==> config.mk <==
export PLATFORM = sky130hd
export DESIGN_NAME = nand16_bridge
export DESIGN_NICKNAME = d
export VERILOG_FILES = /design/src/rtl/nbb_pkg.sv /design/src/rtl/nbb_regs.sv /design/src/rtl/nbb_byteseq.sv /design/src/rtl/nand16_bridge.sv
export SDC_FILE = /design/constraint.sdc
export NUM_CORES = 1
export LEC_CHECK = 0
export CAP_MARGIN = 0
export CORE_ASPECT_RATIO = 0.9
export CORE_MARGIN = 8
export CORE_UTILIZATION = 25
export DETAILED_ROUTE_END_ITERATION = 10
export PLACE_DENSITY = 0.5
export SYNTH_ARGS = -nofsm -noshare
export SYNTH_HDL_FRONTEND = slang
export SYNTH_HIERARCHICAL = 1
export SYNTH_SLANG_ARGS = --single-unit
==> constraint.sdc <==
create_clock -name clk -period 6.37 [get_ports clk]
set_input_delay 0.9555 -clock clk [delete_from_list [all_inputs] [get_ports clk]]
set_output_delay 0.9555 -clock clk [all_outputs]
set_load 0.01 [all_outputs]
==> src/rtl/nbb_pkg.sv <==
package nbb_pkg;

    // Register word addresses
    localparam int RA_DATA  = 0;
    localparam int RA_MODE  = 1;
    localparam int RA_STAT  = 2;
    localparam int RA_ISTAT = 3;
    localparam int RA_IMASK = 4;

    // Power state field of the mode byte, bits 3..2
    typedef enum logic [1:0] {
        PW_OFF  = 2'b00,
        PW_STBY = 2'b01,
        PW_ON   = 2'b10,
        PW_ACT  = 2'b11
    } pwr_e;

    typedef struct packed {
        logic [3:0] rsv;
        pwr_e       pst;
        logic       ale;
        logic       cle;
    } mode_t;

    typedef enum logic [2:0] {
        SQ_IDLE,
        SQ_LO0,
        SQ_HI0,
        SQ_LO1,
        SQ_HI1,
        SQ_DONE
    } seq_e;

    function automatic seq_e seq_next(input seq_e s);
        case (s)
            SQ_LO0:  return SQ_HI0;
            SQ_HI0:  return SQ_LO1;
            SQ_LO1:  return SQ_HI1;
            SQ_HI1:  return SQ_DONE;
            default: return SQ_IDLE;
        endcase
    endfunction

    function automatic logic seq_upper(input seq_e s);
        return (s == SQ_LO1) || (s == SQ_HI1);
    endfunction

endpackage

==> src/rtl/nbb_regs.sv <==
module nbb_regs
    import nbb_pkg::*;
(
    input  logic       clk,
    input  logic       rst,
    input  logic       wr_mode,
    input  logic       wr_istat,
    input  logic       wr_imask,
    input  logic [7:0] wbyte,
    input  logic       rb_pin,
    output mode_t      mode_q,
    output logic [7:0] imask_q,
    output logic [3:0] istat_q,
    output logic       busy,
    output logic       irq
);
    logic       rb_s1, rb_s2, rb_s3;
    logic       rb_rise, rb_fall;
    logic [3:0] set_v, clr_v;

    always_ff @(posedge clk) begin
        if (rst) begin
            rb_s1 <= 1'b1;
            rb_s2 <= 1'b1;
            rb_s3 <= 1'b1;
        end else begin
            rb_s1 <= rb_pin;
            rb_s2 <= rb_s1;
            rb_s3 <= rb_s2;
        end
    end

    assign rb_rise = rb_s2 & ~rb_s3;
    assign rb_fall = ~rb_s2 & rb_s3;
    assign set_v   = {2'b00, rb_fall, rb_rise};
    assign clr_v   = wr_istat ? wbyte[3:0] : 4'h0;
    assign busy    = ~rb_s2;

    always_ff @(posedge clk) begin
        if (rst) begin
            mode_q  <= '0;
            imask_q <= 8'h00;
            istat_q <= 4'h0;
        end else begin
            if (wr_mode)  mode_q  <= mode_t'(wbyte);
            if (wr_imask) imask_q <= wbyte;
            istat_q <= (istat_q & ~clr_v) | set_v;
        end
    end

    assign irq = imask_q[7] & |(istat_q & imask_q[3:0]);

    AST_W1C_CLEARS: assert property (@(posedge clk) disable iff (rst)
        (wr_istat && wbyte[0] && !rb_rise) |=> !istat_q[0]);
    AST_RISE_SETS: assert property (@(posedge clk) disable iff (rst)
        rb_rise |=> istat_q[0]);
    AST_IRQ_GATED: assert property (@(posedge clk) disable iff (rst)
        !imask_q[7] |-> !irq);
    AST_UPPER_ZERO: assert property (@(posedge clk) disable iff (rst)
        istat_q[3:2] == 2'b00);
endmodule

==> src/rtl/nbb_byteseq.sv <==
module nbb_byteseq
    import nbb_pkg::*;
#(
    parameter int STROBE_CYC = 2
) (
    input  logic        clk,
    input  logic        rst,
    input  logic        start,
    input  logic        is_wr,
    input  logic [15:0] wdata,
    input  logic [7:0]  din,
    output logic        we_n,
    output logic        re_n,
    output logic        doe,
    output logic [7:0]  dout,
    output logic [15:0] rdata,
    output logic        done
);
    localparam int CNT_W = $clog2(STROBE_CYC) + 1;
    localparam logic [CNT_W-1:0] CNT_LAST = CNT_W'(STROBE_CYC - 1);

    seq_e             st;
    logic [CNT_W-1:0] cnt;
    logic             wr_q;
    logic [15:0]      wbuf;
    logic [15:0]      rbuf;
    logic             low_ph, busy_ph;

    always_ff @(posedge clk) begin
        if (rst) begin
            st   <= SQ_IDLE;
            cnt  <= '0;
            wr_q <= 1'b0;
            wbuf <= 16'h0;
            rbuf <= 16'h0;
        end else begin
            case (st)
                SQ_IDLE: begin
                    if (start) begin
                        st   <= SQ_LO0;
                        cnt  <= '0;
                        wr_q <= is_wr;
                        wbuf <= wdata;
                    end
                end
                SQ_DONE: st <= SQ_IDLE;
                default: begin
                    if (cnt == CNT_LAST) begin
                        cnt <= '0;
                        st  <= seq_next(st);
                        if (!wr_q && st == SQ_LO0) rbuf[7:0]  <= din;
                        if (!wr_q && st == SQ_LO1) rbuf[15:8] <= din;
                    end else begin
                        cnt <= cnt + 1'b1;
                    end
                end
            endcase
        end
    end

    assign low_ph  = (st == SQ_LO0) || (st == SQ_LO1);
    assign busy_ph = (st != SQ_IDLE) && (st != SQ_DONE);
    assign we_n    = ~(low_ph & wr_q);
    assign re_n    = ~(low_ph & ~wr_q);
    assign doe     = busy_ph & wr_q;
    assign dout    = seq_upper(st) ? wbuf[15:8] : wbuf[7:0];
    assign rdata   = rbuf;
    assign done    = (st == SQ_DONE);

    AST_ONE_STROBE: assert property (@(posedge clk) disable iff (rst)
        !(!we_n && !re_n));
    AST_DONE_PULSE: assert property (@(posedge clk) disable iff (rst)
        done |=> !done);
    AST_START_STROBE: assert property (@(posedge clk) disable iff (rst)
        (st == SQ_IDLE && start) |=> (!we_n || !re_n));
endmodule

==> src/rtl/nand16_bridge.sv <==
module nand16_bridge
    import nbb_pkg::*;
#(
    parameter int ADDR_W     = 3,
    parameter int STROBE_CYC = 2
) (
    input  logic              clk,
    input  logic              rst,
    input  logic              hst_sel,
    input  logic              hst_wr,
    input  logic [ADDR_W-1:0] hst_addr,
    input  logic [15:0]       hst_wdata,
    output logic [15:0]       hst_rdata,
    output logic              hst_ready,
    input  logic [7:0]        nd_din,
    output logic [7:0]        nd_dout,
    output logic              nd_doe,
    output logic              nd_cle,
    output logic              nd_ale,
    output logic              nd_ce_n,
    output logic              nd_we_n,
    output logic              nd_re_n,
    input  logic              nd_rb,
    output logic              nd_pwr_en,
    output logic              irq
);
    mode_t       mode_q;
    logic [7:0]  imask_q;
    logic [3:0]  istat_q;
    logic        busy;
    logic        act;
    logic        a_data, a_mode, a_stat, a_istat, a_imask;
    logic        data_req, seq_done;
    logic        reg_wr;
    logic [15:0] seq_rdata;

    assign a_data  = (hst_addr == ADDR_W'(RA_DATA));
    assign a_mode  = (hst_addr == ADDR_W'(RA_MODE));
    assign a_stat  = (hst_addr == ADDR_W'(RA_STAT));
    assign a_istat = (hst_addr == ADDR_W'(RA_ISTAT));
    assign a_imask = (hst_addr == ADDR_W'(RA_IMASK));

    assign act      = (mode_q.pst == PW_ACT);
    assign data_req = hst_sel & a_data & act;
    assign hst_ready = data_req ? seq_done : hst_sel;
    assign reg_wr   = hst_sel & hst_wr & ~a_data;

    nbb_regs u_regs (
        .clk      (clk),
        .rst      (rst),
        .wr_mode  (reg_wr & a_mode),
        .wr_istat (reg_wr & a_istat),
        .wr_imask (reg_wr & a_imask),
        .wbyte    (hst_wdata[7:0]),
        .rb_pin   (nd_rb),
        .mode_q   (mode_q),
        .imask_q  (imask_q),
        .istat_q  (istat_q),
        .busy     (busy),
        .irq      (irq)
    );

    nbb_byteseq #(.STROBE_CYC(STROBE_CYC)) u_seq (
        .clk   (clk),
        .rst   (rst),
        .start (data_req),
        .is_wr (hst_wr),
        .wdata (hst_wdata),
        .din   (nd_din),
        .we_n  (nd_we_n),
        .re_n  (nd_re_n),
        .doe   (nd_doe),
        .dout  (nd_dout),
        .rdata (seq_rdata),
        .done  (seq_done)
    );

    always_comb begin
        hst_rdata = 16'h0000;
        if (a_data && act) hst_rdata = seq_rdata;
        if (a_mode)        hst_rdata = {8'h00, mode_q};
        if (a_stat)        hst_rdata = {15'h0, busy};
        if (a_istat)       hst_rdata = {12'h0, istat_q};
        if (a_imask)       hst_rdata = {8'h00, imask_q};
    end

    assign nd_ce_n   = ~act;
    assign nd_cle    = act & mode_q.cle;
    assign nd_ale    = act & mode_q.ale;
    assign nd_pwr_en = (mode_q.pst != PW_OFF);

    AST_CE_ON_STROBE: assert property (@(posedge clk) disable iff (rst)
        (!nd_we_n || !nd_re_n) |-> !nd_ce_n);
    AST_NO_DRIVE_ON_READ: assert property (@(posedge clk) disable iff (rst)
        !nd_re_n |-> !nd_doe);
    AST_REG_NO_WAIT: assert property (@(posedge clk) disable iff (rst)
        (hst_sel && !a_data) |-> hst_ready);
endmodule

==> run metrics <==
outcome complete, no violations; Post-synth top flop dfxtp_1; largest family of logic cells by synthesized area simple AND/OR/NAND/NOR gates; Layout area overhead 33.3%; vias in the first global route 2438; largest net degree at the start of global routing 70; crit path launch type primary input; Worst-Margin Slew 913 ps; FF-to-FF Start u_regs/mode_q[3]$_SDFFE_PP0P_; CTS resizes 0; Worst-Skew Late Latency 320 ps; Worst EP arrival 3320 ps; post-synthesis simple-gate area fraction 26.0%; Internal 0.000752 W; Synth Area in XOR/XNOR 0.297%; post-CTS setup buffers 0; Mapped Avg Cell Area 9.41 sq um; Critical Path RT 5410 ps; fraction of layout cells with a size suffix above 1 8.58%; hold depth 1; Fin Setup TNS 0 ps; All-Layer GR Usage 10.5%; RSZ-0062 raised after global routing no; via count 2355; Sw Ratio 20.3%; Final Cycle Share 67.1%; Post-synth EDFFs 0; CP max-delay cell nor4_4; CTS tree done; hold endpoint u_regs/rb_s2$_SDFF_PP1_; fin. max-slew vios 0; cell mode on critical path clkdlybuf4s50_1; critical path class in -> out; share of flip-flops with an asynchronous set or reset 0%; leading area contributor after synthesis dfxtp_1; initial antenna violation count 0; most frequent cells in the layout 63 x clkdlybuf4s50_1, 61 x dfxtp_1, 39 x nand2_1; Synth Cell Area 2940 sq um; R2R setup slack 3740 ps; Setup Skew 5.67 ps; first-pass GRT wire length 12.8 mm; clock root cell clkbuf_16; syn nets 345; antenna-violating nets left 0; Placer Congestion 0.770; Ant. Diodes 0; DRC errors left 0; Yosys top cell area share 41.5%; die area 15500 sq um; Pwr Density 241 nW/um^2; Core Footprint 11500 sq um; Setup-failing EPs final 0; worst path cell trace clkdlybuf4s50_1 > nor4_4 > a221o_2 > clkdlybuf4s50_1; worst r2r dst u_seq/cnt[0]$_SDFFE_PP0P_; commonest non-fill, non-tap cell in the layout clkdlybuf4s50_1; Max Freq 0.234 GHz; Initial Utilization 25.6%; total iterations of the first detailed-routing run 4; fin nets 400; r2r worst-path depth 6; Peak VDD IR 0.0000887 V; total CTS buffers 9; die width 130 um; Synth Area in Adders 0%; sw power 0.000192 W; gr ovfl total 0; post-synthesis compound-gate area fraction 11.7%; via density per instance 4.45; WL/cell 15.0 um; clk sinks 61; H-tree level count 3; Comb pwr share 5.3%; Hold Path Class reg -> reg; Fin. Hold Viols 0; I/O pin count 65; sequential fraction of design power 40.9%; Synth area leaders dfxtp_1 41%, mux2i_1 11%, nand2b_1 6.4%, nand2_1 5.0%, a21oi_1 4.4%; die height 119 um; hold_sp u_regs/rb_s1$_SDFF_PP1_; final WL 7.95 mm; hold_buf cts 0; Yosys cell types 43; Synth Warn # 6; relative slew slack 38.9%; CP max FO 16; number of port buffers 64; CTS Buffer Depth 2; # rows 37; synthesis-stage register bit count 61; DPL Wire Length 5.65 mm; sequential area share after synthesis 41.5%; Clock power frac 53.7%; crit path capture type primary output; delay of the slowest critical-path stage 820 ps; max cap viols 0; minimum clock period after layout 4270 ps; Power Total 0.000944 W; initial DRC count 92; Worst-path clk slew 50 ps; LEAKAGE 1.44 nW; Gate Count Post-Synth 313; mux share of post-synthesis cell area 14.3%
registers in the layout (all words and copies together) (netlist names):
register        flops
u_regs/mode_q       8
u_regs/rb_s3        1
u_regs/rb_s1        1
u_regs/rb_s2        1
u_seq/wbuf         16
u_regs/imask_q      8
u_regs/istat_q      4
u_seq/cnt           2
u_seq/st            3
u_seq/wr_q          1
u_seq/rdata        16
metrics by stage:
stage / cell area, sq um / hold slack (ps) / utilization, % / setup WS (ps) / cells
final: 3930 / 413 / 34.2 / 2100 / 529
after global routing: 3930 / 419 / 34.2 / 1840 / 529
after CTS: 3930 / 416 / 34.2 / 2000 / 529
after detailed placement: 3620 / 403 / 31.5 / 2000 / 513
after global placement: 3620 / 391 / 31.5 / 2070 / 513
after floorplan: 2940 / 389 / - / 3620 / 313
metal layers:
metal  global-route usage (%)  routed length [um]  up-vias
met4                     4.52                 100        0
met3                     3.75                 605        7
met5                        0                   0        -
li1                         -                   -     1191
met1                     13.3                3810     1109
met2                     15.6                3430       48
power groups by stage:
stage,clock (W),combinational [W],sequential (W)
after floorplan,0,0.0000219,0.000394
after global routing,0.000536,0.0000548,0.000386
after detailed placement,0,0.0000511,0.000394
final,0.000507,0.0000504,0.000386
after global placement,0,0.0000510,0.000394
after CTS,0.000518,0.0000515,0.000386
how the worst max path moves through the flow:
| stage | from | cells past startpoint | slack (ps) | end |
|---|---|---|---|---|
| after CTS | hst_addr[0] | 4 | 2000 | hst_rdata[7] |
| after global routing | hst_addr[0] | 4 | 1840 | hst_rdata[4] |
| after global placement | hst_addr[0] | 4 | 2070 | hst_rdata[4] |
| after floorplan | hst_addr[1] | 4 | 3620 | hst_rdata[10] |
| final | hst_addr[0] | 4 | 2100 | hst_rdata[4] |
| after detailed placement | hst_addr[0] | 4 | 2000 | hst_rdata[4] |
kinds of logic (layout without fill, tap and decap cells):
logic type | Yosys count | after routing
AOI/OAI and AO/OA | 50 | 50
xor gates and xnor gates | 1 | 1
buffers and inverters | 26 | 86
DFF | 61 | 61
muxes | 41 | 41
and+or+nand+nor | 134 | 134
worst max-delay path, delay by kind of cell:
| family | cells | cell delay [ps] |
|---|---|---|
| buf+inv | 2 | 1240 |
| compound gates | 1 | 300 |
| simple gates | 1 | 820 |
synth_stat cells (all sizes together), types with 2 or more instances:
cell	n
nor2	24
a221o	8
mux2i	33
or2	4
nand3b	2
a21bo	2
dfxtp	61
inv	5
nor3b	3
buf	16
nand2b	31
clkbuf	5
a21oi	26
mux2	8
nand2	39
and3	8
a22oi	2
nor4	2
nor2b	2
a211oi	3
a21boi	2
and2	9
nor3	3
and3b	2
layout make-up:
cell class              count  area (sq um)
multi-input cells         226          1540
clock inverters             5          75.1
flip-flops and latches     61          1220
fillers                  1221          7560
repair buffers             65           643
inverters                   5          18.8
well taps                 156           195
clock buffers              11           233
Note: power is estimated with default switching activity, not from simulation.
